File: src/rtl/bcd_rtc_pkg.sv
package bcd_rtc_pkg;

  localparam int BYTE_W = 8;

  // Order matters: time fields follow address order, alarm fields likewise.
  typedef enum logic [3:0] {
    F_NONE, F_SEC, F_MIN, F_HOUR, F_WDAY, F_MDAY, F_MON, F_YEAR,
    F_ASEC, F_AMIN, F_AHOUR, F_AMDAY
  } field_e;

  typedef struct packed {
    logic [6:0] sec;
    logic [6:0] mins;
    logic [5:0] hrs;
    logic [2:0] wday;
    logic [5:0] mday;
    logic [4:0] mon;
    logic [7:0] yr;
  } rtc_time_t;

  function automatic logic digits_ok(input logic [7:0] v);
    return (v[3:0] <= 4'd9) && (v[7:4] <= 4'd9);
  endfunction

  function automatic logic [7:0] bcd_inc(input logic [7:0] v);
    if (v[3:0] == 4'd9) return {v[7:4] + 4'd1, 4'd0};
    else                return {v[7:4], v[3:0] + 4'd1};
  endfunction

  function automatic logic is_time_field(input field_e f);
    return (f >= F_SEC) && (f <= F_YEAR);
  endfunction

  function automatic logic is_alarm_field(input field_e f);
    return (f >= F_ASEC) && (f <= F_AMDAY);
  endfunction

endpackage

File: src/rtl/rtc_addr_decode.sv
module rtc_addr_decode
  import bcd_rtc_pkg::*;
#(
  parameter int ADDR_W     = 13,
  parameter int LOW_ADDR_W = 11,
  parameter bit ALIAS_LOW  = 1'b1
) (
  input  logic [ADDR_W-1:0] addr_i,
  output field_e            field_o
);
  localparam int N_TIME  = 7;
  localparam int N_ALARM = 4;
  localparam logic [ADDR_W-1:0] TIME_HI  = ADDR_W'((1 << ADDR_W) - N_TIME);
  localparam logic [ADDR_W-1:0] TIME_LO  = ADDR_W'((1 << LOW_ADDR_W) - N_TIME);
  localparam logic [ADDR_W-1:0] ALARM_BS = ADDR_W'((1 << ADDR_W) - 2 * N_TIME);

  logic lo_en;

  generate
    if (ALIAS_LOW) begin : g_alias
      assign lo_en = 1'b1;
    end else begin : g_no_alias
      assign lo_en = 1'b0;
    end
  endgenerate

  always_comb begin
    field_o = F_NONE;
    for (int k = 0; k < N_TIME; k++) begin
      if (addr_i == TIME_HI + ADDR_W'(k))
        field_o = field_e'(int'(F_SEC) + k);
      if (lo_en && addr_i == TIME_LO + ADDR_W'(k))
        field_o = field_e'(int'(F_SEC) + k);
    end
    for (int k = 0; k < N_ALARM; k++) begin
      if (addr_i == ALARM_BS + ADDR_W'(k))
        field_o = field_e'(int'(F_ASEC) + k);
    end
  end

endmodule

File: src/rtl/rtc_write_check.sv
module rtc_write_check
  import bcd_rtc_pkg::*;
(
  input  field_e            field_i,
  input  logic [BYTE_W-1:0] wdata_i,
  output logic              ok_o
);
  logic [7:0] m;

  always_comb begin
    m    = 8'h00;
    ok_o = 1'b0;
    unique case (field_i)
      F_SEC, F_MIN, F_ASEC, F_AMIN: begin
        m    = {1'b0, wdata_i[6:0]};
        ok_o = digits_ok(m) && (m <= 8'h59);
      end
      F_HOUR, F_AHOUR: begin
        m    = {2'b0, wdata_i[5:0]};
        ok_o = digits_ok(m) && (m <= 8'h23);
      end
      F_WDAY: ok_o = 1'b1;
      F_MDAY, F_AMDAY: begin
        m    = {2'b0, wdata_i[5:0]};
        ok_o = digits_ok(m) && (m != 8'h00) && (m <= 8'h31);
      end
      F_MON: begin
        m    = {3'b0, wdata_i[4:0]};
        ok_o = digits_ok(m) && (m != 8'h00) && (m <= 8'h12);
      end
      F_YEAR: ok_o = digits_ok(wdata_i);
      default: ok_o = 1'b0;
    endcase
  end

endmodule

File: src/rtl/rtc_time_counter.sv
module rtc_time_counter
  import bcd_rtc_pkg::*;
#(
  parameter bit YEAR_FROM_1968 = 1'b0
) (
  input  logic              clk_i,
  input  logic              rst_ni,
  input  field_e            field_i,
  input  logic              we_i,
  input  logic              ok_i,
  input  logic [BYTE_W-1:0] wdata_i,
  input  logic              tick_i,
  output rtc_time_t         time_o,
  output logic              flag_o,
  output logic              adv_o,
  output logic              pend_o
);
  rtc_time_t t_q, t_n;
  logic flag_q, pend_q, adv_q;
  logic wr_time, due;
  logic sec_end, min_end, hr_end, day_end, mon_end;
  logic div4, leap;
  logic [5:0] last_day;

  assign wr_time = we_i && ok_i && is_time_field(field_i);
  assign due     = tick_i || pend_q;

  // 10t+o is a multiple of 4 iff (2t+o) is
  assign div4 = t_q.yr[4] ? (t_q.yr[1:0] == 2'b10) : (t_q.yr[1:0] == 2'b00);

  generate
    if (YEAR_FROM_1968) begin : g_base68
      assign leap = div4;
    end else begin : g_base00
      assign leap = div4 && (t_q.yr != 8'h00);
    end
  endgenerate

  always_comb begin
    unique case (t_q.mon)
      5'h02:                      last_day = leap ? 6'h29 : 6'h28;
      5'h04, 5'h06, 5'h09, 5'h11: last_day = 6'h30;
      default:                    last_day = 6'h31;
    endcase
  end

  assign sec_end = (t_q.sec == 7'h59);
  assign min_end = sec_end && (t_q.mins == 7'h59);
  assign hr_end  = min_end;
  assign day_end = hr_end && (t_q.hrs == 6'h23);
  assign mon_end = day_end && (t_q.mday >= last_day);

  always_comb begin
    t_n     = t_q;
    t_n.sec = sec_end ? 7'h00 : 7'(bcd_inc(8'(t_q.sec)));
    if (sec_end)
      t_n.mins = (t_q.mins == 7'h59) ? 7'h00 : 7'(bcd_inc(8'(t_q.mins)));
    if (hr_end)
      t_n.hrs = (t_q.hrs == 6'h23) ? 6'h00 : 6'(bcd_inc(8'(t_q.hrs)));
    if (day_end) begin
      t_n.wday = (t_q.wday == 3'd7 || t_q.wday == 3'd0) ? 3'd1 : t_q.wday + 3'd1;
      t_n.mday = mon_end ? 6'h01 : 6'(bcd_inc(8'(t_q.mday)));
    end
    if (mon_end) begin
      t_n.mon = (t_q.mon == 5'h12) ? 5'h01 : 5'(bcd_inc(8'(t_q.mon)));
      if (t_q.mon == 5'h12)
        t_n.yr = (t_q.yr == 8'h99) ? 8'h00 : bcd_inc(t_q.yr);
    end
  end

  always_ff @(posedge clk_i or negedge rst_ni) begin
    if (!rst_ni) begin
      t_q    <= '{sec: 7'h00, mins: 7'h00, hrs: 6'h00, wday: 3'd1,
                  mday: 6'h01, mon: 5'h01, yr: 8'h00};
      flag_q <= 1'b0;
      pend_q <= 1'b0;
      adv_q  <= 1'b0;
    end else begin
      adv_q <= 1'b0;
      if (wr_time) begin
        pend_q <= due;
        unique case (field_i)
          F_SEC: begin
            t_q.sec <= wdata_i[6:0];
            flag_q  <= wdata_i[7];
          end
          F_MIN:  t_q.mins <= wdata_i[6:0];
          F_HOUR: t_q.hrs  <= wdata_i[5:0];
          F_WDAY: t_q.wday <= wdata_i[2:0];
          F_MDAY: t_q.mday <= wdata_i[5:0];
          F_MON:  t_q.mon  <= wdata_i[4:0];
          default: t_q.yr  <= wdata_i;
        endcase
      end else if (due) begin
        t_q    <= t_n;
        pend_q <= 1'b0;
        adv_q  <= 1'b1;
      end
    end
  end

  assign time_o = t_q;
  assign flag_o = flag_q;
  assign adv_o  = adv_q;
  assign pend_o = pend_q;

endmodule

File: src/rtl/rtc_alarm.sv
module rtc_alarm
  import bcd_rtc_pkg::*;
(
  input  logic                    clk_i,
  input  logic                    rst_ni,
  input  field_e                  field_i,
  input  logic                    we_i,
  input  logic                    ok_i,
  input  logic [BYTE_W-1:0]       wdata_i,
  input  rtc_time_t               time_i,
  input  logic                    adv_i,
  output logic [3:0][BYTE_W-1:0]  al_o,
  output logic                    irq_o
);
  localparam int N_AL = 4;

  logic [N_AL-1:0][BYTE_W-1:0] al_q;
  logic hit, irq_q;

  generate
    for (genvar g = 0; g < N_AL; g++) begin : g_reg
      always_ff @(posedge clk_i or negedge rst_ni) begin
        if (!rst_ni)
          al_q[g] <= '0;
        else if (we_i && ok_i && field_i == field_e'(int'(F_ASEC) + g))
          al_q[g] <= wdata_i;
      end
    end
  endgenerate

  // al_q[3][7] set: date excluded from the compare
  assign hit = (time_i.sec  == al_q[0][6:0]) &&
               (time_i.mins == al_q[1][6:0]) &&
               (time_i.hrs  == al_q[2][5:0]) &&
               (al_q[3][7] || time_i.mday == al_q[3][5:0]);

  always_ff @(posedge clk_i or negedge rst_ni) begin
    if (!rst_ni) irq_q <= 1'b0;
    else         irq_q <= adv_i && hit;
  end

  assign al_o  = al_q;
  assign irq_o = irq_q;

endmodule

File: src/rtl/bcd_rtc_regs.sv
module bcd_rtc_regs
  import bcd_rtc_pkg::*;
#(
  parameter int ADDR_W         = 13,
  parameter int LOW_ADDR_W     = 11,
  parameter bit ALIAS_LOW      = 1'b1,
  parameter bit YEAR_FROM_1968 = 1'b0
) (
  input  logic              clk_i,
  input  logic              rst_ni,
  input  logic [ADDR_W-1:0] addr_i,
  input  logic              we_i,
  input  logic [7:0]        wdata_i,
  output logic [7:0]        rdata_o,
  input  logic              tick_i,
  output logic              irq_o
);
  field_e    field_w;
  logic      ok_w, flag_w, adv_w, pend_w;
  rtc_time_t time_w;
  logic [3:0][BYTE_W-1:0] al_w;

  rtc_addr_decode #(
    .ADDR_W(ADDR_W), .LOW_ADDR_W(LOW_ADDR_W), .ALIAS_LOW(ALIAS_LOW)
  ) u_dec (
    .addr_i (addr_i),
    .field_o(field_w)
  );

  rtc_write_check u_chk (
    .field_i(field_w),
    .wdata_i(wdata_i),
    .ok_o   (ok_w)
  );

  rtc_time_counter #(.YEAR_FROM_1968(YEAR_FROM_1968)) u_cnt (
    .clk_i  (clk_i),
    .rst_ni (rst_ni),
    .field_i(field_w),
    .we_i   (we_i),
    .ok_i   (ok_w),
    .wdata_i(wdata_i),
    .tick_i (tick_i),
    .time_o (time_w),
    .flag_o (flag_w),
    .adv_o  (adv_w),
    .pend_o (pend_w)
  );

  rtc_alarm u_alm (
    .clk_i  (clk_i),
    .rst_ni (rst_ni),
    .field_i(field_w),
    .we_i   (we_i),
    .ok_i   (ok_w),
    .wdata_i(wdata_i),
    .time_i (time_w),
    .adv_i  (adv_w),
    .al_o   (al_w),
    .irq_o  (irq_o)
  );

  always_comb begin
    unique case (field_w)
      F_SEC:   rdata_o = {flag_w, time_w.sec};
      F_MIN:   rdata_o = {1'b0, time_w.mins};
      F_HOUR:  rdata_o = {2'b0, time_w.hrs};
      F_WDAY:  rdata_o = {5'b0, time_w.wday};
      F_MDAY:  rdata_o = {2'b0, time_w.mday};
      F_MON:   rdata_o = {3'b0, time_w.mon};
      F_YEAR:  rdata_o = time_w.yr;
      F_ASEC:  rdata_o = al_w[0];
      F_AMIN:  rdata_o = al_w[1];
      F_AHOUR: rdata_o = al_w[2];
      F_AMDAY: rdata_o = al_w[3];
      default: rdata_o = 8'hFF;
    endcase
  end

endmodule

File: config.mk
export PLATFORM = sky130hd
export DESIGN_NAME = bcd_rtc_regs
export DESIGN_NICKNAME = d
export VERILOG_FILES = /design/src/rtl/bcd_rtc_pkg.sv /design/src/rtl/rtc_addr_decode.sv /design/src/rtl/rtc_write_check.sv /design/src/rtl/rtc_time_counter.sv /design/src/rtl/rtc_alarm.sv /design/src/rtl/bcd_rtc_regs.sv
export SDC_FILE = /design/constraint.sdc
export NUM_CORES = 1
export LEC_CHECK = 0
export ABC_AREA = 1
export CAP_MARGIN = 20
export CORE_UTILIZATION = 30
export CTS_BUF_LIST = sky130_fd_sc_hd__clkbuf_2 sky130_fd_sc_hd__clkbuf_4 sky130_fd_sc_hd__clkbuf_8
export CTS_CLUSTER_SIZE = 16
export DETAILED_ROUTE_END_ITERATION = 8
export DONT_BUFFER_PORTS = 1
export PLACE_DENSITY_LB_ADDON = 0.08
export SYNTH_ARGS = -nofsm -noshare
export SYNTH_HDL_FRONTEND = slang
export SYNTH_SLANG_ARGS = --single-unit
File: constraint.sdc
create_clock -name clk_i -period 2.73 [get_ports clk_i]
set_input_delay 0.1365 -clock clk_i [delete_from_list [all_inputs] [get_ports clk_i]]
set_output_delay 0.1365 -clock clk_i [all_outputs]
set_load 0.01 [all_outputs]
---- After elaboration in Yosys (flattened, before gate mapping) ----
Cells that the tools add are included.
storage, ports and cells
  register bits after elaboration ......... 78
  bits in latches ......................... 0
  RAM bits ................................ 0
  ROM bits ................................ 0
  bits of input ports ..................... 25
  output and inout bits ................... 9
  logic and storage cells ................. 220
  memories kept ........................... 0
cells by class
  add/subtract/negate cells ............... 13
  $mul .................................... 0
  divide/modulo/power cells ............... 0
  $lt $le $gt $ge ......................... 11
  eq/ne operators ......................... 58
  shift operators ......................... 0
  muxes and demuxes ....................... 54
  bitwise logic cells ..................... 0
  reductions and logical operators ........ 63
operators by type and width
  operator                count
  $eq A13 B13 Y1 const B  11
  $eq A13 B11 Y1 const B  7
  $pmux W8 S11            1
  $mux W42                2
  $mux W4                 17
  $mux W7                 7
  $mux W6                 7
  $eq A4 B4 Y1 const B    10
  $mux W8                 4
  $add A4 B1 Y4 const B   7
  $logic_and A1 B1 Y1     24
  $reduce_and A4 Y1       5
  $reduce_and A3 Y1       6
  $reduce_bool A3 Y1      6
  $eq A4 B3 Y1 const B    4
  $mux W5                 3
  $eq A7 B7 Y1            2
  $eq A7 B7 Y1 const B    2
  $ne A2 B2 Y1 const B    7
  $mux W13                1
  $eq A6 B6 Y1            2
  $le A6 B6 Y1 const B    2
  $pmux W6 S2             1
  $reduce_bool A2 Y1      6
  36 further kinds        55

---- Depth between registers and ports, before layout ----
  depth after elaboration ................. 26
  depth in mapped cells ................... 25
  gate-level depth less buffers ........... 24

---- By module ----
From an unflattened synthesis, not the netlist that was laid out.
unflattened totals
  cell total of the unflattened synthesis .. 951
  area, all modules ....................... 6369.9 sq um
modules (own cells, without submodules)
  module            instances  cells an instance  area each (sq um)  sequential area each (sq um)
  rtc_time_counter  1          427                3190.6             1129.8
  rtc_alarm         1          250                1844.3             825.8
  bcd_rtc_regs      1          186                927.1              0.0
  rtc_write_check   1          57                 247.7              0.0
  rtc_addr_decode   1          31                 160.2              0.0

---- Least setup slack after synthesis ----
No wires, ideal clock.
  path type ............................... input -> register
  start point ............................. in addr_i[10]
  end point ............................... reg u_alm.al_q, in the netlist u_alm.al_o[5]
  library setup time ...................... 128 ps
  arrival ................................. 2390 ps
  required time ........................... 2602 ps
  path slack .............................. 211 ps
  cell stages on the path ................. 18
  path buffers ............................ 2
  path through ............................ nand3_2 -> nor2_4 -> inv_1 -> nor2_1 -> nand2_1 -> inv_1 -> nand2_1 -> nand2_1 -> nor2_1 -> inv_1 -> ha_1 -> buf_1 -> inv_1 -> nor2_1 -> nand2_2 -> buf_2 -> nand2_1 -> o21ai_0
between the ends
  cells in the longest elaborated chain, start to end .. 24
  elaborated cells on any way between the ends .. 53
  those cells by class .................... eq/ne: 29; mux: 19; reduce/logical: 5
RTL lines
  item                                                         line                   source
  from (decl)                                                  bcd_rtc_regs.sv:11     input logic [ADDR_W-1:0] addr_i,
  $eq A13 B13 Y1                                               rtc_addr_decode.sv:30  if (addr_i == TIME_HI + ADDR_W'(k))
  $mux W1                                                      rtc_addr_decode.sv:30
  $mux W4                                                      rtc_addr_decode.sv:32  if (lo_en && addr_i == TIME_LO + ADDR_W'(k))
  $mux W4                                                      rtc_addr_decode.sv:30
  $mux W4                                                      rtc_addr_decode.sv:32
  $mux W4                                                      rtc_addr_decode.sv:30
  $mux W4                                                      rtc_addr_decode.sv:32
  $mux W4                                                      rtc_addr_decode.sv:30
  (+6 left out)                                                -
  $mux W4                                                      rtc_addr_decode.sv:32
  $mux W4 (3 in series)                                        rtc_addr_decode.sv:36  if (addr_i == ALARM_BS + ADDR_W'(k))
  $mux W4 *                                                    rtc_addr_decode.sv:36
  $eq A4 B1 Y1 (tied with other cells)                         rtc_write_check.sv:13  unique case (field_i)
  $reduce_or A4 Y1 / $reduce_or A2 Y1 (equally long branches)  -
  $pmux W1 S6                                                  rtc_write_check.sv:13
  $logic_and A1 B1 Y1                                          rtc_alarm.sv:25        else if (we_i && ok_i && field_i == field_e'(int'(F_ASEC) + g))
  $logic_and A1 B1 Y1 *                                        rtc_alarm.sv:25
  to (signal, indexed assignment)                              rtc_alarm.sv:26        al_q[g] <= wdata_i;
  to (decl)                                                    rtc_alarm.sv:17        logic [N_AL-1:0][BYTE_W-1:0] al_q;
Every way passes the cells marked *; elsewhere a longest branch is shown, timed or not.
A chain may end at the register's enable or synchronous reset.

---- Worst setup path in the final report ----
  start point ............................. reg u_cnt.t_q, in the netlist u_cnt.time_o[0]
  end point ............................... reg u_cnt.t_q, in the netlist u_cnt.time_o[12]
between the ends
  cells in the longest elaborated chain, start to end .. 9
  elaborated cells on any way between the ends .. 11
  those cells by class .................... order compare: 1; eq/ne: 1; mux: 3; reduce/logical: 6
RTL lines
  item                                                     line                    source
  from (decl)                                              rtc_time_counter.sv:18  rtc_time_t t_q, t_n;
  from (signal assigned)                                   rtc_time_counter.sv:73  t_q <= '{sec: 7'h00, mins: 7'h00, hrs: 6'h00, wday: 3'd1,
  from (signal assigned)                                   rtc_time_counter.sv:95  t_q <= t_n;
  $eq A2 B2 Y1 / $logic_not A2 Y1 (equally long branches)  rtc_time_counter.sv:29  assign div4 = t_q.yr[4] ? (t_q.yr[1:0] == 2'b10) : (t_q.yr[1:0] == 2'b00);
  $mux W1                                                  rtc_time_counter.sv:29
  $logic_and A1 B1 Y1 *                                    rtc_time_counter.sv:35  assign leap = div4 && (t_q.yr != 8'h00);
  $mux W1 *                                                rtc_time_counter.sv:41  5'h02: last_day = leap ? 6'h29 : 6'h28;
  $pmux W6 S2 *                                            rtc_time_counter.sv:40  unique case (t_q.mon)
  $ge A6 B6 Y1 *                                           rtc_time_counter.sv:51  assign mon_end = day_end && (t_q.mday >= last_day);
  $logic_and A1 B1 Y1 *                                    rtc_time_counter.sv:51
  $reduce_bool A2 Y1 (no line) *                           -
  $reduce_and A4 Y1 (no line) *                            -
Marks and branches as above.

==> flow_summary_export.csv <==
group,metric,value,unit
flow_run,drv_cap,0,
drt,wl_per_cell,17.9,um
floorplanning,core_area,19700,um2
timing,rsz0062_at_grt,"false",
yosys,synth_nets,942,
clock_tree,clk_pin_slew,0.10,ns
power_and_ir_drop,irDropWorstVdd,0.180,mV
yosys,synth.distinct_cells,49,
place,dp_hpwl,18100,um
yosys,syn_inst,895,
yosys,seq_area_frac_synth,0.321,
timing,min_period_over_period,0.943,
global_route,grt_max_degree,79,
timing,tns,0,ns
floorplanning,row_count,51,
setup_path,rrSetupSlack,0.16,ns
clock_tree,cts-root-buf,"clkbuf_8",
timing,skew,0.00788,ns
timing,slew_violations,0,
drt,drtIter0Drc,410,
power_and_ir_drop,p_per_area,350,nW/um2
min_path,hold_path.class,"in2reg",
status,status,"complete, no violations",
setup_path,path_max_fanout,4,
clock_tree,clock-sinks,78,
power_and_ir_drop,power,2610,uW
drt,drc,0,
place,gp_congestion,0.926,
setup_path,cp.arrival,2.85,ns
floorplanning,die_y,145,um
yosys,syn-cell-area,6100,um2
floorplanning,io-pin-count,34,
global_route,grt_pass1_vias,6091,
place,placed_area,7120,um2
clock_tree,cts_inserted_buffers,9,
global_route,grtUsageTotal,0.228,
timing,hold_viol,0,
drt,routed_wl,22600,um
clock_tree,h-tree-depth,3,
floorplanning,start_util,0.309,
drt,via_per_inst,5.04,
timing,max_freq,389,MHz
final_layout,antenna_cells,0,
setup_path,start_kind,"flop",
clock_tree,clock_latency,0.38,ns
final_layout,drive_gt1_frac,0.181,
yosys,ys_ff_latch,78,
floorplanning,dieArea,20900,um2
yosys,yosys_warnings,0,
clock_tree,cts_max_path_buffers,2,
drt,first_pass_iters,5,
timing,period_minus_slack,2.57,ns
setup_path,critPathCaptureType,"flop",
final_layout,area_delta_synth_final,22.3,%
drt,route.vias.total,6352,
global_route,antenna_found_initial,0,
place,io_buffer_count,0,
floorplanning,die_w,145,um
yosys,synth_area_per_cell,6.81,um2
global_route,overflow,0,
power_and_ir_drop,p_leak,0.00366,uW
clock_tree,cts_tree,"done",
timing,worstMarginPinSlew,0.472,ns
timing,relSlewSlack,0.684,
drt,drtAntennaViolNets,0,
final_layout,stdcell_area,7460,um2
setup_path,required,3.01,ns
timing,setup_viol,0,
final_layout,nFillCells,2103,
global_route,grt_pass1_wl,35000,um
final_layout,nets,1038,
setup_path,path_class,"reg2reg",
registers in the layout, indices dropped and copies added, names as in the netlist:
name	flops
u_cnt.adv_o	1
u_cnt.pend_o	1
u_cnt.flag_o	1
u_alm.irq_o	1
u_cnt.time_o	42
u_alm.al_o	32
layout by cell type (no fill, tap or decap), types with 21 or more instances in the layout:
cell type and instances:
o21ai_1 25, nor2_1 57, ha_1 21, nand3_1 86, nand2_1 265, inv_1 105, dfrtp_1 75, buf_4 90
o21ai_0 58, nand4_1 24
kinds of logic after synthesis:
logic type	Yosys count	synth area share
compound gates	152	0.152
xor+xnor	21	0.0302
fa+ha+maj	22	0.0452
buf+inv	134	0.0887
flops	78	0.321
simple gates	488	0.363
per-layer routing:
metal	wire, um	up-vias	track usage
met5	0	-	0
met4	340	0	0.0598
met3	1430	30	0.0540
met2	10700	156	0.384
met1	10100	2983	0.291
li1	-	3183	-
Yosys cell counts (all sizes together):
library cell    n  area share
and2            1      0.0014
nor4            7      0.0072
o211ai          4      0.0049
a32oi           2      0.0029
nand2         277        0.18
a22o            1      0.0014
o31ai           1      0.0012
dfrtp          75        0.31
a311oi          2      0.0029
nor3           12       0.011
inv           118       0.073
a211oi          1      0.0012
a221oi         11       0.016
a21boi          1      0.0012
xor2           14       0.020
a2111oi         3      0.0043
nor2           69       0.051
o22ai          17       0.017
o21bai          1      0.0012
ha             22       0.045
or2             1      0.0010
o2111ai         2      0.0029
a21oi          20       0.021
clkinv          1     0.00062
dfstp           3       0.013
a221o           1      0.0016
nand3          93       0.085
xnor2           7       0.010
nand4          26       0.029
buf            15       0.015
nand3b          2      0.0025
o21ai          85       0.072
area by class of cell:
class                   count  area (um2)  share of cell area
multi-input cells         683        3660               0.491
flip-flops and latches     78        1960               0.262
repair buffers            100         853               0.114
inverters                 119         447              0.0599
well taps                 265         332              0.0445
clock buffers               9         124              0.0166
clock inverters             7        86.3              0.0116
worst max-delay path: stages, from the launching register on:
cell and delay [ns]:
dfrtp_1 0.40, nor4_2 0.28, buf_4 0.15, nand4_1 0.12, a21oi_2 0.17, nor4_2 0.06, ha_2 0.31, o21ai_0 0.08
nand2_1 0.08, a21oi_2 0.06, nor2_2 0.11, nand2_2 0.12, buf_4 0.16, o21ai_0 0.19, nand2_1 0.08, nand2_1 0.05
nand2_1 0.04
power by group:
group | switching [uW] | total, uW | internal, uW
clock network | 538 | 983 | 445
logic | 241 | 383 | 142
registers | 50.7 | 1240 | 1190
total | 829 | 2610 | 1780
worst paths after layout:
check	startpoint	end	cells after the start
worst max-delay path	u_cnt.time_o[0]$_DFFE_PN0P_	u_cnt.time_o[12]$_DFFE_PN0P_	16
worst min-delay path	wdata_i[6]	u_alm.al_o[30]$_DFFE_PN0P_	2
worst max register to register	u_cnt.time_o[0]$_DFFE_PN0P_	u_cnt.time_o[12]$_DFFE_PN0P_	16
worst min register to register	u_alm.al_o[7]$_DFFE_PN0P_	u_alm.al_o[7]$_DFFE_PN0P_	2
max in group asynchronous	rst_ni	u_cnt.time_o[8]$_DFFE_PN1P_	2
min in group asynchronous	rst_ni	u_alm.al_o[9]$_DFFE_PN0P_	2
metrics by stage:
stage                     utilization  hold WS [ns]  cells  worst slack [ns]
after CTS                       0.375       0.00598   1260            0.0101
after detailed placement        0.361        -0.156   1240           -0.0722
after floorplan                     -        -0.159    895             0.211
after global routing            0.378        0.0342   1261           0.00159
after global placement          0.361        -0.155   1240            0.0186
final                           0.378       0.00647   1261             0.156
what timing repair did:
action	CTS	global route
gates resized for setup	2	18
hold buffers	4	0
endpoints found under the hold margin	81	0
pin swaps	0	3
setup endpoints to repair	3	22
setup buffers	0	1
No activity file was read; power rests on OpenSTA's default activity.
